$ cat config.mk
export PLATFORM = sky130hd
export DESIGN_NAME = xcvr_mode_ctrl
export DESIGN_NICKNAME = d
export VERILOG_FILES = /design/src/rtl/xmc_pkg.sv /design/src/rtl/xmc_sync.sv /design/src/rtl/xmc_tick_cnt.sv /design/src/rtl/xmc_fsm.sv /design/src/rtl/xcvr_mode_ctrl.sv
export SDC_FILE = /design/constraint.sdc
export NUM_CORES = 1
export LEC_CHECK = 0
export BUFFER_PORTS_ARGS = -buffer_cell sky130_fd_sc_hd__clkbuf_2
export CAP_MARGIN = 20
export CORE_AREA = 2 2 93 59
export DETAILED_ROUTE_END_ITERATION = 10
export DIE_AREA = 0 0 95 61
export PLACE_DENSITY_LB_ADDON = 0.2
export SLEW_MARGIN = 10
export SYNTH_ARGS = -nofsm -noshare
export SYNTH_HDL_FRONTEND = slang
export SYNTH_HIERARCHICAL = 1
export SYNTH_SLANG_ARGS = --single-unit
export TNS_END_PERCENT = 30
$ cat constraint.sdc
create_clock -name clk -period 2.3 [get_ports clk]
set_clock_uncertainty 0.1 [all_clocks]
set_input_delay 0.46 -clock clk [delete_from_list [all_inputs] [get_ports clk]]
set_output_delay 0.46 -clock clk [all_outputs]
set_load 0.05 [all_outputs]
$ cat src/rtl/xmc_pkg.sv
package xmc_pkg;

  typedef enum logic [2:0] {
    MD_OFF      = 3'd0,
    MD_FAILSAFE = 3'd1,
    MD_NORMAL   = 3'd2,
    MD_SELECT   = 3'd3,
    MD_SILENT   = 3'd4,
    MD_SLEEP    = 3'd5
  } mode_e;

  // positions of the flags in the synchronizer bank
  localparam int unsigned FLAG_N     = 8;
  localparam int unsigned F_VS_HI    = 0;
  localparam int unsigned F_VS_LO    = 1;
  localparam int unsigned F_UV       = 2;
  localparam int unsigned F_EN       = 3;
  localparam int unsigned F_TXD      = 4;
  localparam int unsigned F_WAKE     = 5;
  localparam int unsigned F_PREWAKE  = 6;
  localparam int unsigned F_LINE     = 7;

  // idle levels of the pins: txd and reset line rest high
  localparam logic [FLAG_N-1:0] FLAG_IDLE = 8'b1001_0000;

endpackage

$ cat src/rtl/xmc_sync.sv
module xmc_sync #(
  parameter int unsigned WIDTH  = 1,
  parameter int unsigned STAGES = 2,
  parameter logic [WIDTH-1:0] RST_VAL = '0
) (
  input  logic             clk,
  input  logic             rst,
  input  logic [WIDTH-1:0] d_i,
  output logic [WIDTH-1:0] q_o
);

  for (genvar b = 0; b < WIDTH; b++) begin : g_bit
    logic [STAGES-1:0] chain;
    always_ff @(posedge clk) begin
      if (rst) chain <= {STAGES{RST_VAL[b]}};
      else     chain <= {chain[STAGES-2:0], d_i[b]};
    end
    assign q_o[b] = chain[STAGES-1];
  end

endmodule

$ cat src/rtl/xmc_tick_cnt.sv
module xmc_tick_cnt #(
  parameter int unsigned LIMIT = 4000
) (
  input  logic clk,
  input  logic rst,
  input  logic tick_i,
  input  logic run_i,
  output logic done_o
);

  localparam int unsigned CW = (LIMIT > 1) ? $clog2(LIMIT) : 1;
  localparam logic [CW-1:0] LAST = CW'(LIMIT - 1);

  logic [CW-1:0] cnt;

  assign done_o = run_i & tick_i & (cnt == LAST);

  always_ff @(posedge clk) begin
    if (rst || !run_i) cnt <= '0;
    else if (tick_i)   cnt <= done_o ? '0 : cnt + CW'(1);
  end

endmodule

$ cat src/rtl/xmc_fsm.sv
module xmc_fsm
  import xmc_pkg::*;
(
  input  logic clk,
  input  logic rst,
  input  logic vs_hi,
  input  logic vs_lo,
  input  logic uv,
  input  logic en,
  input  logic txd,
  input  logic wake,
  input  logic prewake,
  input  logic line,
  input  logic rst_done,
  input  logic sel_done,
  output logic rst_run,
  output logic sel_run,
  output logic reg_en_o,
  output logic tx_en_o,
  output logic rx_en_o,
  output logic term_en_o,
  output logic nres_o,
  output logic rxd_low_o
);

  mode_e st, nx;
  logic  busy, nbusy;
  logic  wake_f, nwake;
  logic [1:0] nres_hist;
  logic  ext_low, fault;

  logic reg_d, tx_d, rx_d, term_d, nres_d, rxdl_d;

  assign rst_run = (st == MD_FAILSAFE) & busy & ~uv;
  assign sel_run = (st == MD_SELECT);

  // the line only counts as an outside fault once our own high has settled
  assign ext_low = ~line & nres_o & nres_hist[0] & nres_hist[1];
  assign fault   = uv | ext_low;

  always_comb begin
    nx    = st;
    nbusy = busy;
    nwake = wake_f;
    if (vs_lo) begin
      nx    = MD_OFF;
      nbusy = 1'b0;
      nwake = 1'b0;
    end else begin
      case (st)
        MD_OFF: begin
          if (vs_hi) begin
            nx    = MD_FAILSAFE;
            nbusy = 1'b1;
            nwake = 1'b0;
          end
        end
        MD_FAILSAFE: begin
          if (uv)          nbusy = 1'b1;
          else if (busy) begin
            if (rst_done)  nbusy = 1'b0;
          end else if (en) begin
            nx    = MD_NORMAL;
            nwake = 1'b0;
          end
        end
        MD_NORMAL: begin
          if (fault) begin
            nx    = MD_FAILSAFE;
            nbusy = 1'b1;
          end else if (!en) begin
            nx = MD_SELECT;
          end
        end
        MD_SELECT: begin
          if (fault) begin
            nx    = MD_FAILSAFE;
            nbusy = 1'b1;
          end else if (sel_done) begin
            nx = txd ? MD_SILENT : MD_SLEEP;
          end
        end
        MD_SILENT: begin
          if (fault) begin
            nx    = MD_FAILSAFE;
            nbusy = 1'b1;
          end else if (wake) begin
            nx    = MD_FAILSAFE;
            nwake = 1'b1;
          end else if (en) begin
            nx = MD_NORMAL;
          end
        end
        MD_SLEEP: begin
          if (wake) begin
            nx    = MD_FAILSAFE;
            nbusy = 1'b1;
            nwake = 1'b1;
          end else if (en) begin
            nx    = MD_FAILSAFE;
            nbusy = 1'b1;
          end
        end
        default: begin
          nx    = MD_OFF;
          nbusy = 1'b0;
          nwake = 1'b0;
        end
      endcase
    end
  end

  // output decode from the next mode so the registered pins line up with it
  always_comb begin
    reg_d  = (nx == MD_FAILSAFE) | (nx == MD_NORMAL) |
             (nx == MD_SELECT)   | (nx == MD_SILENT);
    tx_d   = (nx == MD_NORMAL);
    rx_d   = (nx == MD_NORMAL);
    term_d = (nx == MD_FAILSAFE) | (nx == MD_NORMAL) | (nx == MD_SELECT) |
             (((nx == MD_SILENT) | (nx == MD_SLEEP)) & prewake);
    nres_d = reg_d & ~nbusy;
    rxdl_d = (nx == MD_SLEEP) | ((nx == MD_FAILSAFE) & nwake);
  end

  always_ff @(posedge clk) begin
    if (rst) begin
      st        <= MD_OFF;
      busy      <= 1'b0;
      wake_f    <= 1'b0;
      nres_hist <= '0;
      reg_en_o  <= 1'b0;
      tx_en_o   <= 1'b0;
      rx_en_o   <= 1'b0;
      term_en_o <= 1'b0;
      nres_o    <= 1'b0;
      rxd_low_o <= 1'b0;
    end else begin
      st        <= nx;
      busy      <= nbusy;
      wake_f    <= nwake;
      nres_hist <= {nres_hist[0], nres_o};
      reg_en_o  <= reg_d;
      tx_en_o   <= tx_d;
      rx_en_o   <= rx_d;
      term_en_o <= term_d;
      nres_o    <= nres_d;
      rxd_low_o <= rxdl_d;
    end
  end

endmodule

$ cat src/rtl/xcvr_mode_ctrl.sv
module xcvr_mode_ctrl
  import xmc_pkg::*;
#(
  parameter int unsigned RST_TICKS   = 4000,
  parameter int unsigned SEL_TICKS   = 3,
  parameter int unsigned SYNC_STAGES = 2
) (
  input  logic clk,
  input  logic rst,
  input  logic tick_i,
  input  logic vs_above_i,
  input  logic vs_below_i,
  input  logic vcc_uv_i,
  input  logic en_i,
  input  logic txd_i,
  input  logic bus_wake_i,
  input  logic prewake_i,
  input  logic nres_line_i,
  output logic reg_en_o,
  output logic tx_en_o,
  output logic rx_en_o,
  output logic term_en_o,
  output logic nres_o,
  output logic rxd_low_o
);

  logic [FLAG_N-1:0] raw, flg;
  logic rst_run, sel_run, rst_done, sel_done;

  assign raw = {nres_line_i, prewake_i, bus_wake_i, txd_i,
                en_i, vcc_uv_i, vs_below_i, vs_above_i};

  xmc_sync #(
    .WIDTH  (FLAG_N),
    .STAGES (SYNC_STAGES),
    .RST_VAL(FLAG_IDLE)
  ) sync_i (
    .clk(clk), .rst(rst), .d_i(raw), .q_o(flg)
  );

  xmc_tick_cnt #(.LIMIT(RST_TICKS)) rst_cnt_i (
    .clk(clk), .rst(rst), .tick_i(tick_i), .run_i(rst_run), .done_o(rst_done)
  );

  xmc_tick_cnt #(.LIMIT(SEL_TICKS)) sel_cnt_i (
    .clk(clk), .rst(rst), .tick_i(tick_i), .run_i(sel_run), .done_o(sel_done)
  );

  xmc_fsm fsm_i (
    .clk      (clk),
    .rst      (rst),
    .vs_hi    (flg[F_VS_HI]),
    .vs_lo    (flg[F_VS_LO]),
    .uv       (flg[F_UV]),
    .en       (flg[F_EN]),
    .txd      (flg[F_TXD]),
    .wake     (flg[F_WAKE]),
    .prewake  (flg[F_PREWAKE]),
    .line     (flg[F_LINE]),
    .rst_done (rst_done),
    .sel_done (sel_done),
    .rst_run  (rst_run),
    .sel_run  (sel_run),
    .reg_en_o (reg_en_o),
    .tx_en_o  (tx_en_o),
    .rx_en_o  (rx_en_o),
    .term_en_o(term_en_o),
    .nres_o   (nres_o),
    .rxd_low_o(rxd_low_o)
  );

endmodule

# Word-level counts from Yosys, hierarchy flattened
# Index checks and enable logic that the tools add are counted.
# W data, S select, Z words.
[word_totals] output_inout_bits=6 register_bits=42 word_cells=96
[classes] n_mux=34 n_bitwise=22 eq_ne=12 n_reduce_logical=7 addsub=2
[ops] op="$mux W3" n=13
[ops] op="$pmux W3 S6" n=1
[ops] op="$mux W1" n=16
[ops] op="$add A12 B1 Y12 const B" n=1
[ops] op="$and A1 B1 Y1" n=12
[ops] op="$eq A12 B12 Y1 const B" n=1
[ops] op="$eq A3 B2 Y1 const B" n=4
[ops] op="$eq A3 B3 Y1 const B" n=4
[ops] op="$mux W12" n=1
[ops] op="$or A1 B1 Y1" n=7
[ops] op="$eq A3 B1 Y1 const B" n=2
[ops] op="$pmux W1 S5" n=1
[ops] op="$pmux W1 S4" n=1
[ops] op="$logic_not A3 Y1" n=1
[ops] op="$not A1 Y1" n=3
[ops] op="$reduce_or A3 Y1" n=1
[ops] op="$add A2 B1 Y2 const B" n=1
[ops] op="$eq A2 B2 Y1 const B" n=1
[ops] op="$logic_not A1 Y1" n=2
[ops] op="$logic_or A1 B1 Y1" n=2
[ops] op="$mux W2" n=1
[ops] op="$reduce_or A2 Y1" n=1

# Logic depth before layout (Yosys ltp)
[depth] ltp_word=13 ltp_mapped=10 mapped_depth_nobuf=9

# Cells and area by module
# The synthesis kept the hierarchy.
[modules_own_cells] mod="xmc_fsm" instances=1 area_per_inst_um2=747.0 cells_each=83 seq_area_each_um2=240.2
[modules_own_cells] mod="xmc_tick_cnt (rst_cnt_i)" instances=1 area_per_inst_um2=570.5 cells_each=64 seq_area_each_um2=240.2
[modules_own_cells] mod="xmc_sync" instances=1 area_per_inst_um2=499.2 cells_each=41 seq_area_each_um2=320.3
[modules_own_cells] mod="xmc_tick_cnt (sel_cnt_i)" instances=1 area_per_inst_um2=95.1 cells_each=10 seq_area_each_um2=40.0

# Worst setup path after synthesis
# Ideal clock, no wire load.
[synth_path] path_kind="register to register" startpoint="register fsm_i.st[0]" endpoint="register fsm_i.busy" required_ns=2.135 setup_slack_ns=0.314 path_buffers=1 t_arrival_ns=1.821 stages_incl_launch_ff=10 period_less_slack_ns=1.986 cell_sequence="dfxtp_1 > buf_4 > nor4b_2 > and2_1 > and3_1 > nand2b_1 > a22o_1 > and3_1 > a311oi_1 > nor2b_1"
[synth_between] elab_chain_len=10 word_cells_on_any_way=16 classes_between="eq/ne (5); mux (5); bitwise (4); reduce/logical (2)"
[synth_rtl] element="from (decl)" line="xmc_fsm.sv:26" source="mode_e st, nx;"
[synth_rtl] element="from (signal assigned)" line="xmc_fsm.sv:138" source="st <= nx;"
[synth_rtl] element="$eq A3 B1 Y1" line="xmc_fsm.sv:34" source="assign rst_run = (st == MD_FAILSAFE) & busy & ~uv;"
[synth_rtl] element="$and A1 B1 Y1 (2 in series)" line="xmc_fsm.sv:34"
[synth_rtl] element="net rst_run" line="xcvr_mode_ctrl.sv:28" source="logic rst_run, sel_run, rst_done, sel_done;"
[synth_rtl] element="$and A1 B1 Y1 (2 in series)" line="xmc_tick_cnt.sv:16" source="assign done_o = run_i & tick_i & (cnt == LAST);"
[synth_rtl] element="net rst_done" line="xcvr_mode_ctrl.sv:28"
[synth_rtl] element="$mux W1" line="xmc_fsm.sv:61" source="if (rst_done) nbusy = 1'b0;"
[synth_rtl] element="$mux W1" line="xmc_fsm.sv:60" source="else if (busy) begin"
[synth_rtl] element="$mux W1" line="xmc_fsm.sv:59" source="if (uv) nbusy = 1'b1;"
[synth_rtl] element="$pmux W1 S4" line="xmc_fsm.sv:50" source="case (st)"
[synth_rtl] element="$mux W1" line="xmc_fsm.sv:45" source="if (vs_lo) begin"
[synth_rtl] element="to (signal assigned)" line="xmc_fsm.sv:139" source="busy <= nbusy;"
[synth_rtl] element="to (decl)" line="xmc_fsm.sv:27" source="logic busy, nbusy;"
# The timed path passes the listed nets, and every way through them passes these cells.
# A chain may end at the register's enable or synchronous reset.

# Worst setup path in the final report
[layout_path] startpoint="register rst_cnt_i.cnt[0]" endpoint="register fsm_i.busy"
[layout_between] elab_chain_len=7
[layout_rtl] element="from (decl)" line="xmc_tick_cnt.sv:14" source="logic [CW-1:0] cnt;"
[layout_rtl] element="from (signal assigned)" line="xmc_tick_cnt.sv:20" source="else if (tick_i) cnt <= done_o ? '0 : cnt + CW'(1);"
[layout_rtl] element="$eq A12 B12 Y1" line="xmc_tick_cnt.sv:16"
[layout_rtl] element="$and A1 B1 Y1" line="xmc_tick_cnt.sv:16"
[layout_rtl] element="net rst_done" line="xcvr_mode_ctrl.sv:28"
[layout_rtl] element="$mux W1" line="xmc_fsm.sv:61"
[layout_rtl] element="$mux W1" line="xmc_fsm.sv:60"
[layout_rtl] element="$mux W1" line="xmc_fsm.sv:59"
[layout_rtl] element="$pmux W1 S4" line="xmc_fsm.sv:50"
[layout_rtl] element="$mux W1" line="xmc_fsm.sv:45"
# The timed path passes the listed nets, and every way through them passes these cells.

==> metrics <==
status=complete, no violations; slowest stage delay, CP=0.35 ns; count of port buffers added during placement=16; Root Buffer=sky130_fd_sc_hd__clkbuf_8; detailed-route wire length per cell=12.2 um; sequential share of power=57.9%; number of buffers on the longest clock path=2; DIE AREA=5800 um2; Inserted Diodes=0; ratio of final minimum period to clock period=92.4%; final weighted congestion of routability-driven global placement=0.885; total via count after detailed routing=1,316; peak ir drop on the vdd network=0.256 mV; required arrival time at the worst endpoint=2.44 ns; commonest non-fill, non-tap cell in the layout=sky130_fd_sc_hd__dfxtp_1; sum of routed wire length over all layers=3.40 mm; kind of path behind the tightest hold check=in2reg; CP max-delay cell=sky130_fd_sc_hd__dfxtp_1; routed vias/inst=4.73; kind of cell adding the most delay to the critical path=simple AND/OR/NAND/NOR gates; worst setup slack after layout=0.174 ns; Final Hold Viols=0; async set-reset flop share out of synthesis=0%; Detailed Place HPWL=2.53 mm; Bufs and invs on worst path=0; fin cells=278; maximum number of pins on one net before global-route repair=30; instance count after placement with tap cells included=270; switching power=312 uW; clock-pin slew on the worst setup and hold paths=0.08 ns; internal power of the cells=994 uW; most instantiated flip-flop cell in the synthesis netlist=sky130_fd_sc_hd__dfxtp_1; number of iterations in the first detailed-routing pass=4; Hold-fix buffers, CTS=0; Chip Width=95 um; row count=20; 1st-iter DRT viols=62; final setup violating endpoints=0; maximum fanout along the worst path=5; summed negative setup slack over all endpoints=0 ns; boundary pin count=17; layout filler cell count=476; maximum clock frequency=470 MHz; cells traversed along the worst timing path=ha_1, nand3_2, nor2_1, and3_1, nand2b_1, a22o_1, and3_1, a311oi_1, nor2b_1; cts bufs inserted=5; most repeated library cell on the critical path=sky130_fd_sc_hd__and3_1; Seq/Total Area, Yosys=44.0%; total power divided by cell area=630 nW/um2; core region area=4930 um2; Seq cells post-synth=42; Layout area overhead=8.44%; Slew headroom=76.2%; # DRC=0; EDFF count, synth=0; number of max-slew violations in the final report=0; switching power as a share of total power=23.9%; data arrival time of the worst path=2.26 ns; H-tree levels=2; initial standard-cell utilization of the core=38.8%; wire length of the first global-routing pass=5.81 mm; final critical delay including setup and external delays=2.13 ns; via count of the first global-routing pass=1,175; share of layout cells above drive strength 1=21.2%; commonest cells after routing, fill and taps aside=40 x sky130_fd_sc_hd__dfxtp_1, 24 x sky130_fd_sc_hd__nor2_1, 16 x sky130_fd_sc_hd__clkbuf_2; DRT antenna net count=0; number of clock sinks seen by CTS=42; die height=61 um; leakage power=0.000764 uW; PostCTS Resize Cnt=0; classification of the worst setup path=reg2reg; Cell variety after synth=50; number of nets in the layout=223; average cell area after synthesis=9.66 um2; internal reg-to-reg setup slack=0.17 ns; clock tree from TritonCTS=built; Post-CTS Setup Inserts=0; count of yosys warnings during synthesis=6; antenna violations before repair=0; number of nets in the synthesized netlist=210; worst-case setup slack after placement=0.182 ns; remaining global-route overflow=0; cell count after synthesis=198; Comb power frac=5.9%; clock share of power=36.1%; number of violations of the max-capacitance limit=0; global-route usage over all layers=13.9%; unrepaired setup endpoints after global routing=no; element type at the critical path start=flop; cell area after synthesis=1910 um2; transition time of the tightest slew-check pin=0.357 ns; CP Capture Type=flop; insertion delay of the later-clocked pin in the worst-skew pair=0.30 ns
==> cell families after synthesis <==
kind of cell / Yosys count / share of synthesized area, %
adders and majority gates: 1 / 0.654
AOI/OAI and AO/OA: 24 / 9.56
DFF: 42 / 44.0
buffers and inverters: 22 / 8.44
and+or+nand+nor: 100 / 33.2
xor gates and xnor gates: 9 / 4.12
==> power groups by stage <==
stage | combinational (uW) | clock (uW) | sequential (uW)
floorplan | 62.1 | 0 | 773
global placement | 78.2 | 0 | 774
detailed placement | 77.4 | 0 | 774
CTS | 77.5 | 493 | 757
global route | 85.5 | 524 | 760
finish | 77.5 | 472 | 757
==> synth_stat cells (all sizes together), types with 2 or more instances <==
library cell,instances,share of area (%)
nor2,24,4.7
nor2b,12,3.9
o31ai,3,1.2
nor3,6,1.6
inv,6,1.2
and4b,2,1.1
nand2b,8,3.0
nand3b,2,0.79
a21oi,6,1.6
and2b,6,2.4
buf,16,7.3
a21o,2,0.85
or2,6,2.0
xor2,3,1.4
xnor2,6,2.7
and3,3,0.98
nand4,4,1.6
nand2,6,1.2
nor4b,4,3.3
nor3b,2,0.79
dfxtp,42,44
o21ai,2,0.52
or3,3,1.2
nand3,6,1.8
nor4,3,1.6
a311oi,2,0.92
==> per-layer routing <==
| layer | wire length [um] | global-route usage, % | up-vias |
|---|---|---|---|
| met5 | 0 | 0 | - |
| met4 | 80 | 8.70 | 0 |
| met3 | 186 | 4.97 | 6 |
| met2 | 1170 | 16.1 | 29 |
| met1 | 1960 | 21.0 | 585 |
| li1 | - | - | 696 |
==> final timing paths <==
check / startpoint / to / depth (start not counted)
hold / removal: nres_line_i / sync_i/g_bit[7].chain[0] / 2
hold reg to reg: sync_i/g_bit[4].chain[0] / sync_i/g_bit[4].chain[1] / 1
setup reg to reg: rst_cnt_i/cnt[0] / fsm_i/busy / 9
setup / recovery: rst_cnt_i/cnt[0] / fsm_i/busy / 9
==> cell type report <==
type	instances	area (um2)	area share (%)
multi-input cells	134	910	43.9
flip-flops and latches	42	843	40.7
repair buffers	22	125	6.03
well taps	66	82.6	3.98
clock buffers	5	68.8	3.32
inverters	6	22.5	1.09
clock inverters	3	21.3	1.03
==> state kept, by name, indices dropped and copies added, names as in the netlist <==
register            cells
fsm_i/rxd_low_o         1
rst_cnt_i/cnt          12
fsm_i/st                3
fsm_i/busy              1
fsm_i/term_en_o         1
fsm_i/rx_en_o           1
fsm_i/reg_en_o          1
fsm_i/wake_f            1
sel_cnt_i/cnt           2
fsm_i/nres_hist         2
fsm_i/nres_o            1
sync_i/g_bit.chain     16
==> per-stage QoR <==
step                power [uW]  utilization [%]  area (um2)  hold slack (ns)
floorplan                  835                -        1910            0.283
global placement           852             40.2        1980            0.286
detailed placement         851             40.2        1980            0.287
CTS                       1330             42.0        2070            0.220
global route              1370             42.1        2070            0.220
finish                    1310             42.1        2070            0.234
(Power assumes the default switching activity.)
